[src/rtl/irq_agg_pkg.sv]
package irq_agg_pkg;
  typedef enum logic [1:0] {
    GRP_WAKE  = 2'd0,
    GRP_FAULT = 2'd1,
    GRP_CRIT  = 2'd2,
    GRP_LEVEL = 2'd3
  } grp_e;

  typedef enum logic [1:0] {
    SH_IDLE = 2'd0,
    SH_LOW  = 2'd1,
    SH_GAP  = 2'd2
  } shp_e;
endpackage

[src/rtl/irq_src_filter.sv]
module irq_src_filter #(
  parameter int N_WAKE  = 4,
  parameter int N_FAULT = 4
) (
  input  logic [N_WAKE-1:0]  wake_evt_i,
  input  logic [N_WAKE-1:0]  wake_en_i,
  input  logic               tmo_evt_i,
  input  logic               tmo_irq_en_i,
  input  logic [N_FAULT-1:0] fault_evt_i,
  input  logic               global_cls_i,
  input  logic               stop_entry_i,
  input  logic               wake_any_i,
  output logic [N_WAKE:0]    wake_set_o,
  output logic               trig_o
);
  logic [N_WAKE-1:0] wake_ok;
  logic              wake_hit, tmo_hit, fault_hit, stop_hit;

  for (genvar i = 0; i < N_WAKE; i++) begin : g_wake
    assign wake_ok[i] = wake_evt_i[i] & wake_en_i[i];
  end

  // timeout always latched; its own enable overrides class select
  assign wake_set_o = {tmo_evt_i, wake_ok};
  assign wake_hit   = |wake_ok;
  assign tmo_hit    = tmo_evt_i & tmo_irq_en_i;
  assign fault_hit  = global_cls_i & (|fault_evt_i);
  assign stop_hit   = stop_entry_i & wake_any_i;
  assign trig_o     = wake_hit | tmo_hit | fault_hit | stop_hit;
endmodule

[src/rtl/irq_status_bank.sv]
module irq_status_bank #(
  parameter int W = 4
) (
  input  logic         clk_i,
  input  logic         rst_ni,
  input  logic [W-1:0] evt_i,
  input  logic         cap_i,
  input  logic         clr_i,
  output logic [W-1:0] vis_o,
  output logic         any_o
);
  logic [W-1:0] pend_q, vis_q;

  always_ff @(posedge clk_i or negedge rst_ni) begin
    if (!rst_ni) begin
      pend_q <= '0;
      vis_q  <= '0;
    end else begin
      pend_q <= (cap_i ? '0 : pend_q) | evt_i;
      vis_q  <= (clr_i ? '0 : vis_q) | (cap_i ? pend_q : '0);
    end
  end

  assign vis_o = vis_q;
  assign any_o = |(vis_q | pend_q);


  vis_hold_chk: assert property (@(posedge clk_i) disable iff (!rst_ni)
    (!cap_i && !clr_i) |=> $stable(vis_q));

  set_wins_chk: assert property (@(posedge clk_i) disable iff (!rst_ni)
    (|evt_i) |=> ((pend_q & $past(evt_i)) == $past(evt_i)));
endmodule

[src/rtl/irq_pulse_shaper.sv]
module irq_pulse_shaper
  import irq_agg_pkg::*;
#(
  parameter int PULSE_CYC = 8,
  parameter int GAP_CYC   = 5
) (
  input  logic clk_i,
  input  logic rst_ni,
  input  logic req_i,
  output logic start_o,
  output logic irq_no
);
  localparam int MAXC = (PULSE_CYC > GAP_CYC) ? PULSE_CYC : GAP_CYC;
  localparam int CW   = $clog2(MAXC + 1);
  localparam logic [CW-1:0] P_END = CW'(PULSE_CYC - 1);
  localparam logic [CW-1:0] G_END = CW'(GAP_CYC - 1);

  shp_e          st_q;
  logic [CW-1:0] cnt_q;
  logic          irq_q;

  assign start_o = req_i && ((st_q == SH_IDLE) || (st_q == SH_GAP && cnt_q == G_END));
  assign irq_no  = irq_q;

  always_ff @(posedge clk_i or negedge rst_ni) begin
    if (!rst_ni) begin
      st_q  <= SH_IDLE;
      cnt_q <= '0;
      irq_q <= 1'b1;
    end else begin
      case (st_q)
        SH_IDLE: if (req_i) begin
          st_q  <= SH_LOW;
          cnt_q <= '0;
          irq_q <= 1'b0;
        end
        SH_LOW: if (cnt_q == P_END) begin
          st_q  <= SH_GAP;
          cnt_q <= '0;
          irq_q <= 1'b1;
        end else cnt_q <= cnt_q + 1'b1;
        SH_GAP: if (cnt_q == G_END) begin
          // held request fires straight out of the gap
          st_q  <= req_i ? SH_LOW : SH_IDLE;
          irq_q <= !req_i;
          cnt_q <= '0;
        end else cnt_q <= cnt_q + 1'b1;
        default: begin
          st_q  <= SH_IDLE;
          cnt_q <= '0;
          irq_q <= 1'b1;
        end
      endcase
    end
  end

  // run-length monitors for the output line
  logic [CW-1:0] lo_run_q, hi_run_q;
  always_ff @(posedge clk_i or negedge rst_ni) begin
    if (!rst_ni) begin
      lo_run_q <= '0;
      hi_run_q <= CW'(GAP_CYC);
    end else begin
      lo_run_q <= irq_q ? '0 : ((lo_run_q == CW'(MAXC)) ? lo_run_q : lo_run_q + 1'b1);
      hi_run_q <= !irq_q ? '0 : ((hi_run_q == CW'(MAXC)) ? hi_run_q : hi_run_q + 1'b1);
    end
  end


  pulse_len_chk: assert property (@(posedge clk_i) disable iff (!rst_ni)
    $rose(irq_q) |-> (lo_run_q == CW'(PULSE_CYC)));

  gap_min_chk: assert property (@(posedge clk_i) disable iff (!rst_ni)
    $fell(irq_q) |-> (hi_run_q >= CW'(GAP_CYC)));
endmodule

[src/rtl/irq_pulse_agg.sv]
module irq_pulse_agg
  import irq_agg_pkg::*;
#(
  parameter int N_WAKE    = 4,
  parameter int N_FAULT   = 4,
  parameter int N_CRIT    = 5,
  parameter int DATA_W    = 8,
  parameter int PULSE_CYC = 8,
  parameter int GAP_CYC   = 5
) (
  input  logic               clk_i,
  input  logic               rst_ni,
  input  logic [N_WAKE-1:0]  wake_evt_i,
  input  logic [N_WAKE-1:0]  wake_en_i,
  input  logic [N_WAKE-1:0]  wake_lvl_i,
  input  logic               tmo_evt_i,
  input  logic               tmo_irq_en_i,
  input  logic [N_FAULT-1:0] fault_evt_i,
  input  logic [N_CRIT-1:0]  crit_evt_i,
  input  logic               global_cls_i,
  input  logic               stop_entry_i,
  input  logic [1:0]         rd_grp_i,
  input  logic               rd_clr_i,
  output logic [DATA_W-1:0]  rd_data_o,
  output logic               irq_no
);
  localparam int WW = N_WAKE + 1;

  logic [WW-1:0]      wake_set, wake_vis;
  logic [N_FAULT-1:0] fault_vis;
  logic [N_CRIT-1:0]  crit_vis;
  logic               wake_any, fault_any, crit_any;
  logic               trig, start, req_q;
  logic [3:0]         clr_dec;
  grp_e               grp;

  assign grp = grp_e'(rd_grp_i);
  always_comb begin
    clr_dec = '0;
    clr_dec[rd_grp_i] = rd_clr_i;
  end

  irq_src_filter #(.N_WAKE(N_WAKE), .N_FAULT(N_FAULT)) u_filt (
    .wake_evt_i   (wake_evt_i),
    .wake_en_i    (wake_en_i),
    .tmo_evt_i    (tmo_evt_i),
    .tmo_irq_en_i (tmo_irq_en_i),
    .fault_evt_i  (fault_evt_i),
    .global_cls_i (global_cls_i),
    .stop_entry_i (stop_entry_i),
    .wake_any_i   (wake_any),
    .wake_set_o   (wake_set),
    .trig_o       (trig)
  );

  irq_status_bank #(.W(WW)) u_wake (
    .clk_i(clk_i), .rst_ni(rst_ni), .evt_i(wake_set), .cap_i(start),
    .clr_i(clr_dec[GRP_WAKE]), .vis_o(wake_vis), .any_o(wake_any)
  );
  irq_status_bank #(.W(N_FAULT)) u_fault (
    .clk_i(clk_i), .rst_ni(rst_ni), .evt_i(fault_evt_i), .cap_i(start),
    .clr_i(clr_dec[GRP_FAULT]), .vis_o(fault_vis), .any_o(fault_any)
  );
  irq_status_bank #(.W(N_CRIT)) u_crit (
    .clk_i(clk_i), .rst_ni(rst_ni), .evt_i(crit_evt_i), .cap_i(start),
    .clr_i(clr_dec[GRP_CRIT]), .vis_o(crit_vis), .any_o(crit_any)
  );

  // one merged request; a new cause in the start cycle keeps it armed
  always_ff @(posedge clk_i or negedge rst_ni) begin
    if (!rst_ni) req_q <= 1'b0;
    else         req_q <= (req_q & ~start) | trig;
  end

  irq_pulse_shaper #(.PULSE_CYC(PULSE_CYC), .GAP_CYC(GAP_CYC)) u_shp (
    .clk_i(clk_i), .rst_ni(rst_ni), .req_i(req_q), .start_o(start), .irq_no(irq_no)
  );

  always_comb begin
    case (grp)
      GRP_WAKE:  rd_data_o = DATA_W'(wake_vis);
      GRP_FAULT: rd_data_o = DATA_W'(fault_vis);
      GRP_CRIT:  rd_data_o = DATA_W'(crit_vis);
      default:   rd_data_o = DATA_W'(wake_lvl_i);
    endcase
  end

  logic unused_any;
  assign unused_any = fault_any ^ crit_any;

  // the request only rises after a qualifying cause at the ports
  req_cause_chk: assert property (@(posedge clk_i) disable iff (!rst_ni)
    $rose(req_q) |-> $past((|(wake_evt_i & wake_en_i)) || (tmo_evt_i && tmo_irq_en_i) ||
                           (global_cls_i && (|fault_evt_i)) || stop_entry_i));

  stop_irq_chk: assert property (@(posedge clk_i) disable iff (!rst_ni)
    (stop_entry_i && wake_any) |=> req_q);
endmodule

[config.mk]
export PLATFORM = sky130hd
export DESIGN_NAME = irq_pulse_agg
export DESIGN_NICKNAME = d
export VERILOG_FILES = /design/src/rtl/irq_agg_pkg.sv /design/src/rtl/irq_src_filter.sv /design/src/rtl/irq_status_bank.sv /design/src/rtl/irq_pulse_shaper.sv /design/src/rtl/irq_pulse_agg.sv
export SDC_FILE = /design/constraint.sdc
export NUM_CORES = 1
export LEC_CHECK = 0
export BUFFER_PORTS_ARGS = -buffer_cell sky130_fd_sc_hd__buf_2
export CAP_MARGIN = 10
export CORE_ASPECT_RATIO = 0.7
export CORE_MARGIN = 2
export CORE_UTILIZATION = 40
export CTS_BUF_LIST = sky130_fd_sc_hd__clkbuf_16
export DETAILED_ROUTE_END_ITERATION = 10
export GPL_TIMING_DRIVEN = 0
export PLACE_DENSITY_LB_ADDON = 0.3
export SLEW_MARGIN = 20
export SYNTH_ARGS = -nofsm -noshare
export SYNTH_HDL_FRONTEND = slang
export SYNTH_SLANG_ARGS = --single-unit
[constraint.sdc]
create_clock -name clk_i -period 2.04 [get_ports clk_i]
set_clock_uncertainty 0.15 [all_clocks]
set_input_delay 0.102 -clock clk_i [delete_from_list [all_inputs] [get_ports clk_i]]
set_output_delay 0.102 -clock clk_i [all_outputs]
set_load 0.005 [all_outputs]
Word-level counts from Yosys, hierarchy flattened
Index checks and enable logic that the tools add are counted.
Storage, ports and cells
  flip-flop bits (word level): 36
  latch bits: 0
  RAM bits: 0
  memory bits (read-only): 0
  input bits: 30
  memories: 0
Cells by class
  add/sub/neg operators: 1
  multipliers: 0
  div/mod/pow operators: 0
  magnitude comparators: 2
  equality and inequality tests: 9
  shift operators: 0
  muxes and demuxes: 25
  bitwise operators: 21
  reduce and logical (&&, ||, !) cells: 11
Operators by type and width (number)
  two-way mux 5 bit: 6
  bitwise OR 5 bit: 5
  two-way mux 4 bit: 6
  one-hot mux 5 bit (3 select lines): 1
  one-hot mux 4 bit (3 select lines): 1
  bitwise AND 1 bit: 8
  == test 4 x 3 -> 1 bit (second input constant): 2
  bitwise OR 4 bit: 2
  OR reduction 4 bit: 2
  two-way mux 2 bit: 3
  one-hot mux 2 bit (3 select lines): 1
  two-way mux 1 bit: 5
  OR reduction 5 bit: 1
  adder 4 x 1 -> 4 bit (second input constant): 1
  == test 2 x 1 -> 1 bit (second input constant): 2
  == test 2 bit (second input constant): 2
  logical NOT 2 bit: 2
  inequality test 2 bit (second input constant): 2
  bitwise OR 1 bit: 4
  bitwise AND 3 bit: 1
  logical AND 1 bit: 3
  < comparator 2 x 3 -> 1 bit (second input constant): 1
  one-hot mux 1 bit (3 select lines): 1
  AND reduction 3 bit: 1
  6 further kinds: 6

Logic depth before layout (Yosys ltp)
Gate-level depths: netlist (run 1).
  depth in word-level cells: 7
  gate-level depth with buffers: 7

Modules after synthesis
Synthesis (run 1) repeated with hierarchy kept, for this count alone.
Unflattened totals
  cells, all modules: 175
  area, all modules: 1844.3 um^2
Modules (own cells, without submodules)
  irq_status_bank (u_crit ...): instances 2, cells an instance 34, area an instance 375.4 um^2
  irq_pulse_shaper: instances 1, cells an instance 50, area an instance 506.7 um^2
  irq_status_bank (u_fault): instances 1, cells an instance 28, area an instance 301.5 um^2
  irq_pulse_agg: instances 1, cells an instance 19, area an instance 207.7 um^2
  irq_src_filter: instances 1, cells an instance 10, area an instance 77.6 um^2

Worst setup path before layout (run 1)
Ideal clock, no wire load.
  path kind: flip-flop to flip-flop
  from: reg u_shp.st_q[0]
  to: reg u_shp.cnt_q[3]
  setup time: 121 ps
  arrival time: 1380 ps
  required time: 1769 ps
  slack: 389 ps
  stages on the path, launching flop included: 8
  buffers on the path: 1
  clock period less this slack: 1651 ps
  cells stage by stage: dfrtp_1 inv_1 ha_1 nor2b_1 buf_2 nor3_1 a21o_1 a22o_1
On the way
  word-level cells in the longest chain between the ends: 2
  elaborated cells between the ends (all ways): 5
Ends and longest elaborated chain
  from (decl): RTL line irq_pulse_shaper.sv:18  | shp_e st_q;
  from (signal assigned): RTL line irq_pulse_shaper.sv:44  | st_q <= req_i ? SH_LOW : SH_IDLE;
  == test 2 bit, or another cell as far along: RTL line irq_pulse_shaper.sv:31  | case (st_q)
  one-hot mux 4 bit (3 select lines) or inequality test 2 bit (tied branches)
  to (signal assigned): RTL line irq_pulse_shaper.sv:41  | end else cnt_q <= cnt_q + 1'b1;
  to (signal assigned): RTL line irq_pulse_shaper.sv:47  | end else cnt_q <= cnt_q + 1'b1;
  to (decl): RTL line irq_pulse_shaper.sv:19  | logic [CW-1:0] cnt_q;
Parallel ways exist; a longest one is shown, timed or not.
A chain may end at the register's enable or synchronous reset.

Worst setup path in the final report (run 1)
Same ends and word-level chain as after synthesis.

==> results.md, run 1 <==
* Main synth FF type: dfrtp_1
* Worst skew pair latency at 280 ps
* Post-synth top area share at 50.04%
* FF-to-FF Start: u_shp.st_q[0]
* Final ANT Viol Nets at 0
* Fin. max-slew vios at 0
* Ant. Diodes at 0
* Crit path DAT at 1820 ps
* Core Util, Final at 54.33%
* Hold endpoint: req_q
* Leading cell type in the layout, fill and taps excluded: buf_2
* Post-Synthesis Cell Area at 1750 µm²
* Area post-placement at 1992 µm²
* Cell row count at 20
* Fmax at 550.9 MHz
* Via density per instance at 5.362
* Detailed placement HPWL at 2.818 mm
* Top cells by area, synth: dfrtp_1 50%, a22o_1 9.5%, a21o_1 5.1%
* Root Buffer: clkbuf_16
* Footprint of the multi-input gates at 769.5 µm²
* I/O Pins at 39
* Core Region at 4279 µm²
* CTS tree: built
* DRC viols at 0
* Filler Cell Count at 377
* DRT iter0 DRCs at 82
* Worst Hold Launch: tmo_irq_en_i
* Most frequent cells in the layout: 36 x buf_2, 35 x dfrtp_1, 20 x dlygate4sd3_1, 19 x a22o_1, 12 x a21o_1
* Post-DR wirelength/cell at 15.47 µm
* R2r endpoint: u_shp.cnt_q[3]
* Hold Fails Final Rpt at 0
* Seq cells post-synth at 36
* # Post-CTS Setup Buffers at 0
* Worst hold path class: in2reg
* Die height at 59.35 µm
* Synth Instances at 140
* Hold path depth at 5
* PortBufs at 33
* Vias in the first global route at 1,419
* Seq/Total Area, Yosys at 51.54%
* Area leader, netlist: dfrtp_1
* Final Instance Area at 2325 µm²
* Max Buffers Root-to-Sink at 2
* Final wirelength at 3.976 mm
* Min Tclk post-route at 1815 ps
* Worst-path fanout max at 9
* PwrDens at 1082 nW/µm²
* Area grow syn2layout at 32.81%
* Syn avg cell area at 12.50 µm²
* TNS Setup at 0 ps
* CTS H-tree lvls at 2
* Gpl congestion at 0.8503
* Total CTS buffers at 5
* Setup Viol. Count Final at 0
* Critical Path Sink Type: flip-flop
* Kind of critical path: reg2reg
* RSZ-0062 raised after global routing: false
* Total global-route track usage at 17.44%
* CTS Sinks at 36
* CP startpoint kind: flip-flop
* Worst reg2reg path depth at 7
* Largest net degree at the start of global routing at 37
* Grt total ovfl at 0
* Total Nets Final at 238
* Critical Path RT at 2050 ps
* Actual slew at the worst max-slew pin at 773.4 ps
* Via count at 1,378
* Initial DRT Pass Iterations at 6
* Async set-reset flop share out of synthesis at 100.0%
* Flop-to-flop setup slack at 220 ps
* Number of flops mapped to enable cells by yosys at 0
* Initial antenna violation count at 0
* Max_cap viols at 0
* Sequential Area at 902.1 µm²
* Worst-path clk slew at 50 ps
* Yosys warns at 0
* P_leak at 0.001078 µW
* Die ar. at 4929 µm²
* Slew Limit Headroom at 48.44%
* Hold Slack at 15.58 ps
* Worst VDD drop at 0.0005499 V
* First-pass GRT wire length at 6.610 mm
* Total power at 2514 µW
* Layout cells sized above 1 at 27.23%
* Initial Utilization at 40.91%
* Synth cell types at 36
* Status: finished, final reports clean
* Die X-Extent at 83.07 µm
* Tcrit/Tclk final at 88.98%
flip-flops by register name (all words and copies together) (netlist names):
signal          cells
u_wake.pend_q       5
u_crit.vis_o        5
u_crit.pend_q       5
u_shp.irq_no        1
u_fault.pend_q      4
u_shp.cnt_q         4
u_wake.vis_o        5
u_shp.st_q          2
u_fault.vis_o       4
req_q               1
synthesized netlist by cell type (2+ instances only):
library cell,instances
a21o_1,12
a21oi_1,3
a22o_1,19
a22oi_1,2
a32o_1,2
buf_2,3
buf_4,3
buf_6,2
dfrtp_1,35
ha_1,6
inv_1,6
mux4_2,4
nand2_1,7
nand3_1,3
nand3b_1,4
nor2_1,3
nor2b_4,2
o21ai_0,3
o41ai_1,3
or4_1,2
report_power, final:
group	internal, µW	switching [µW]
Combinational	401	342
Clock	436	262
Sequential	918	155
timing repair:
action | in CTS | in global routing
hold buffers | 20 | 0
endpoints found under the hold margin | 50 | 0
setup endpoints to repair | 0 | 0
gates resized for setup | 0 | 0
how the worst max path moves through the flow:
stage	depth (start not counted)	endpoint	slack, ps	startpoint
2_1_floorplan	7	u_shp.cnt_q[3]	390	u_shp.st_q[0]
3_3_place_gp	7	u_shp.cnt_q[3]	290	u_shp.st_q[0]
3_5_place_dp	7	u_shp.cnt_q[3]	260	u_shp.st_q[1]
4_1_cts	7	u_shp.cnt_q[3]	220	u_shp.st_q[0]
5_1_grt	7	u_shp.st_q[1]	70	u_shp.st_q[0]
6_report	7	u_shp.cnt_q[3]	220	u_shp.st_q[0]
through the flow:
stage               std cells  setup WS, ps
finish                    257         224.9
global placement          230         286.4
floorplan                 142         388.6
CTS                       257         221.6
detailed placement        230         263.7
global route              257         68.17
layout make-up:
type / instances / share of cell area [%]
Sequential cell: 36 / 38.81
Inverter: 6 / 0.9688
Tap cell: 55 / 2.960
Clock buffer: 5 / 5.382
Timing Repair Buffer: 53 / 15.72
Clock inverter: 2 / 0.3229
Multi-Input combinational cell: 91 / 33.10
Buffer: 9 / 2.745
critical path: stages (launching register included):
cell	delay [ps]
dfrtp_1	410
inv_1	110
ha_1	260
nor2b_1	150
buf_2	190
nor3_1	70
a21o_1	160
a22o_1	190
metal layers:
metal | global-route usage (%) | up-vias | wire, µm | part of all wire (%)
met5 | 0 | - | 0 | 0
met4 | 7.963 | 0 | 43 | 1.1
met3 | 4.318 | 4 | 183 | 4.6
met2 | 28.57 | 36 | 1900 | 48
met1 | 22.40 | 686 | 1850 | 47
li1 | - | 652 | - | -
cell families (layout without fill, tap and decap cells):
group	after synthesis	in the layout	share of synthesized area [%]
buffers and inverters	15	75	4.931
DFF	36	36	51.54
and+or+nand+nor	27	27	9.793
adders and majority gates	6	6	4.289
other	1	3	0.2142
muxes	5	5	5.719
AOI/OAI and AO/OA	50	50	23.52
Note: power is estimated with default switching activity, not from simulation.
==> run 2, diff against run 1 <==
- REMOVE_ABC_BUFFERS: default -> 1
- clock period: 2.04 -> 2.2 ns (I/O delays scaled with it)
==> run 2 against run 1 <==
Total power decreased by 3.5%. Register-to-register slack improved by 60 ps. Cell area decreased by 0.86%. Routed wire length about the same. Critical path type unchanged. Critical endpoint unchanged.
==> results.md, run 2 (same netlist as run 1, synthesis figures left out) <==
* Status: finished, final reports clean
* Total global-route track usage at 17.28%
* Kind of critical path: reg2reg
* Buffers plus inverters on the worst setup path at 1
* Worst-path clk slew at 50 ps
* Slowest cell on the critical path: dfrtp_1
* Vias in the first global route at 1,353
* Crit path DAT at 1930 ps
* I/O Pins at 39
* Area grow syn2layout at 31.67%
* Final Instance Area at 2305 µm²
* Via count at 1,361
* CP delay by family, top: simple AND/OR/NAND/NOR gates
* Cell row count at 20
* Slew Limit Headroom at 47.62%
* Grt met1 use at 22.66%
* CTS tree: built
* CTS Sinks at 36
* Largest net degree at the start of global routing at 37
* Global-route layer with the greatest usage: met2
* Layout cells sized above 1 at 26.53%
* Root Buffer: clkbuf_16
* Total CTS buffers at 5
* Initial Utilization at 40.91%
* Initial DRT Pass Iterations at 4
* CTS H-tree lvls at 2
* Hold Fails Final Rpt at 0
* # Post-CTS Setup Buffers at 0
* TNS Setup at 0 ps
* Worst skew pair latency at 280 ps
* Max Buffers Root-to-Sink at 2
* Final ANT Viol Nets at 0
* Detailed placement HPWL at 2.705 mm
* Total Nets Final at 231
* Gpl congestion at 0.7924
* Worst VDD drop at 0.0004320 V
* Met2 Use GR at 28.80%
* M3 GR Usage at 3.900%
* First-pass GRT wire length at 6.410 mm
* Most frequent cells in the layout: 35 x buf_2, 35 x dfrtp_1, 20 x dlygate4sd3_1, 19 x a22o_1, 12 x a21o_1
* Min Tclk post-route at 1917 ps
* Area post-placement at 1938 µm²
* Final wirelength at 3.978 mm
* Via density per instance at 5.422
* Core Region at 4279 µm²
* Setup Viol. Count Final at 0
* Critical-path cell list: inv_1, ha_1, nor2b_2, nor3_1, a21o_1, a22o_1
* Max_cap viols at 0
* Die ar. at 4929 µm²
* RSZ-0062 raised after global routing: false
* Grt total ovfl at 0
* CP startpoint kind: flip-flop
* Worst hold path class: in2reg
* DRC viols at 0
* P_leak at 0.001063 µW
* Fin. max-slew vios at 0
* Tcrit/Tclk final at 87.14%
* Ant. Diodes at 0
* Post-DR wirelength/cell at 15.85 µm
* Critical Path RT at 2210 ps
* Fmax at 521.6 MHz
* DRT iter0 DRCs at 120
* Die height at 59.35 µm
* Max incr delay on CP at 420 ps
* PwrDens at 1052 nW/µm²
* Worst-path fanout max at 9
* Initial antenna violation count at 0
* Die X-Extent at 83.07 µm
* PortBufs at 35
* Actual slew at the worst max-slew pin at 785.7 ps
* Critical Path Sink Type: flip-flop
[run 2: cell count changes in the layout (fill, tap and decap cells not counted), sizes merged]
| cell | previous run | this run |
|---|---|---|
| buf | 41 | 35 |
| clkinv | 2 | 1 |
| inv | 6 | 7 |
| bufinv | 0 | 1 |
| clkbuf | 6 | 5 |
[run 2: area by class of cell]
type	count	area (µm²)
repair buffers	55	375.4
well taps	55	68.82
inverters	6	22.52
flip-flops and latches	36	902.1
fillers	354	1974
clock buffers	5	125.1
clock inverters	3	38.79
multi-input cells	91	772.0
[run 2: power by group]
part / internal, µW / total (µW) / switching [µW]
Combinational: 336 / 653 / 316
Sequential: 850 / 991 / 140
Clock: 528 / 782 / 255
[run 2: what timing repair did]
item,CTS,global route
hold buffers,20,0
gates resized for setup,0,1
setup endpoints to repair,0,1
endpoints found under the hold margin,50,0
[run 2: metrics by stage]
step	cells	worst slack, ps	utilization, %	power, µW	hold slack [ps]
5_1_grt	251	161.4	53.86	2563	107.4
4_1_cts	251	152.7	53.80	2428	58.89
2_1_floorplan	133	419.5	-	1391	-335.6
3_3_place_gp	223	252.4	45.29	1583	79.84
6_report	251	282.8	53.86	2426	57.79
3_5_place_dp	223	183.9	45.29	1616	92.27
[run 2: worst paths after layout]
kind                              startpoint                 to  slack, ps  cells after the start
max                            u_shp.st_q[0]     u_shp.cnt_q[3]        280                      6
min                             tmo_irq_en_i              req_q         60                      5
max reg2reg                    u_shp.st_q[0]     u_shp.cnt_q[3]        280                      6
min reg2reg                u_fault.pend_q[1]  u_fault.pend_q[1]        330                      1
max in group asynchronous             rst_ni   u_crit.pend_q[2]       1090                      2
min in group asynchronous             rst_ni     u_shp.cnt_q[1]        310                      2
[run 2: layer usage]
metal / up-vias / part of all wire, %
met5: - / 0
met4: 0 / 1.7
met3: 7 / 4.0
met2: 37 / 48
met1: 682 / 47
li1: 635 / -
[run 2: worst reg2reg max path: cells and delay by family, from the launching register on]
kind / cells / cell delay, ps
buffers and inverters: 1 / 120
AO/OA/AOI/OAI: 2 / 350
flip-flops: 1 / 420
adder cells (fa/ha/maj): 1 / 270
AND/OR/NAND/NOR: 2 / 500
==> run 3, diff against run 2 <==
- CORE_UTILIZATION: 40 -> 60
- CTS_BUF_LIST: sky130_fd_sc_hd__clkbuf_16 -> sky130_fd_sc_hd__clkbuf_8
==> run 3 against run 2 <==
Count of clock-buffer cells in the layout rose by 2. Routed wire length rose by 6.0%. Non-clock buffer count did not move. Clock power shrank 37%. Sequential cell count is the same. Critical endpoint unchanged. Largest cell class unchanged. Largest power group unchanged.
==> results.md, run 3 (same netlist as run 1, synthesis figures left out) <==
* Hold Slack at 78.14 ps
* I/O Pins at 39
* Post-DR wirelength/cell at 18.25 µm
* Total Nets Final at 231
* Min Tclk post-route at 2045 ps
* Most frequent cells in the layout: 35 x buf_2, 35 x dfrtp_1, 20 x dlygate4sd3_1, 19 x a22o_1, 12 x a21o_1
* Gpl congestion at 0.9397
* Worst VDD drop at 0.0005606 V
* Via count at 1,420
* Max Buffers Root-to-Sink at 2
* Final wirelength at 4.215 mm
* Actual slew at the worst max-slew pin at 796.8 ps
* Cell row count at 16
* Max incr delay on CP at 520 ps
* Largest net degree at the start of global routing at 37
* CTS H-tree lvls at 2
* First-pass GRT wire length at 7.038 mm
* Die ar. at 3372 µm²
* CP startpoint kind: flip-flop
* Total CTS buffers at 5
* Switching share of power at 31.90%
* Logic pwr share at 30.6%
* TNS Setup at 0 ps
* Status: finished, final reports clean
* Root Buffer: clkbuf_8
* Clock share of power at 23.1%
* PortBufs at 35
* Worst skew pair latency at 280 ps
* Setup Viol. Count Final at 0
* Die X-Extent at 68.56 µm
* Ant. Diodes at 0
* Layout cells sized above 1 at 26.15%
* Worst-path clk slew at 70 ps
* Core Region at 2783 µm²
* Max_cap viols at 0
* Initial DRT Pass Iterations at 4
* Core Util, Final at 79.45%
* Final ANT Viol Nets at 0
* Critical-path cell list: inv_1, ha_1, nor2b_1, nor3_1, a21o_1, a22o_1
* Setup crit start: u_shp.st_q[0]
* DRC viols at 0
* Slowest cell on the critical path: nor2b_1
* # Post-CTS Setup Buffers at 0
* Switch Pwr at 685.6 µW
* Vias in the first global route at 1,439
* Worst-path fanout max at 9
* PwrDens at 972.0 nW/µm²
* Die height at 49.19 µm
* Cell internal pwr at 1463 µW
* Slew Limit Headroom at 46.88%
* CTS tree: built
* Via density per instance at 6.147
* Fin. max-slew vios at 0
* Initial antenna violation count at 0
* Worst Hold Launch: tmo_irq_en_i
* Sequential power share at 46.4%
* Initial Utilization at 62.90%
* Area grow syn2layout at 26.30%
* Kind of critical path: reg2reg
* Tcrit/Tclk final at 92.95%
* Fmax at 489.0 MHz
* Critical Path Sink Type: flip-flop
* Total global-route track usage at 29.44%
* Detailed placement HPWL at 2.718 mm
* Grt total ovfl at 0
* Crit path DAT at 2070 ps
* Critical Path RT at 2220 ps
* RSZ-0062 raised after global routing: false
* Hold Fails Final Rpt at 0
* FF-to-FF Start: u_shp.st_q[0]
* P_leak at 0.001027 µW
* CTS Sinks at 36
* DRT iter0 DRCs at 121
* Worst hold path class: in2reg
[run 3: final timing paths]
kind	cells past startpoint	to	slack [ps]
setup / recovery	6	u_shp.cnt_q[3]	160
hold / removal	5	req_q	80
setup reg to reg	6	u_shp.cnt_q[3]	160
hold reg to reg	1	u_crit.pend_q[1]	330
max in group asynchronous	2	u_shp.st_q[0]	1100
min in group asynchronous	2	u_shp.cnt_q[1]	300
[run 3: cell type report]
| type | count | area [µm²] |
|---|---|---|
| clock buffer | 7 | 96.34 |
| fill | 167 | 571.8 |
| inverter | 6 | 22.52 |
| multi-input combinational | 91 | 769.5 |
| sequential | 36 | 902.1 |
| tap | 36 | 45.04 |
| timing repair buffer | 55 | 375.4 |
[run 3: worst max-delay path: cells and delay by family (launching register included)]
| family | cells | cell delay [ps] |
|---|---|---|
| flip-flops | 1 | 410 |
| AO/OA/AOI/OAI | 2 | 360 |
| buffers and inverters | 1 | 110 |
| adder cells (fa/ha/maj) | 1 | 270 |
| AND/OR/NAND/NOR | 2 | 620 |
[run 3: what timing repair did]
action | 4_1_cts | 5_1_grt
hold buffers | 20 | 0
gates resized for setup | 0 | 0
hold endpoints to repair | 50 | 0
[run 3: per-layer routing]
| layer | up-vias | part of all wire, % | global-route usage (%) |
|---|---|---|---|
| met5 | - | 0 | 0 |
| met2 | 67 | 48 | 45.51 |
| li1 | 640 | - | - |
| met1 | 702 | 43 | 39.69 |
| met4 | 0 | 2.3 | 12.00 |
| met3 | 11 | 6.4 | 7.159 |
[run 3: metrics by stage]
stage | cells | power, µW | setup slack (ps) | instance area, µm²
2_1_floorplan | 133 | 1391 | 419.5 | 1694
3_5_place_dp | 204 | 1611 | 202.3 | 1914
3_3_place_gp | 204 | 1575 | 249.8 | 1914
4_1_cts | 231 | 2145 | 166.8 | 2211
6_report | 231 | 2149 | 155.1 | 2211
5_1_grt | 231 | 2276 | 34.69 | 2211
[run 3: power groups by stage]
stage	Sequential [µW]	Combinational (µW)	Clock, µW
floorplan	946	445	0
global placement	989	586	0
detailed placement	996	615	0
CTS	990	649	506
global route	1010	727	534
finish	997	657	496
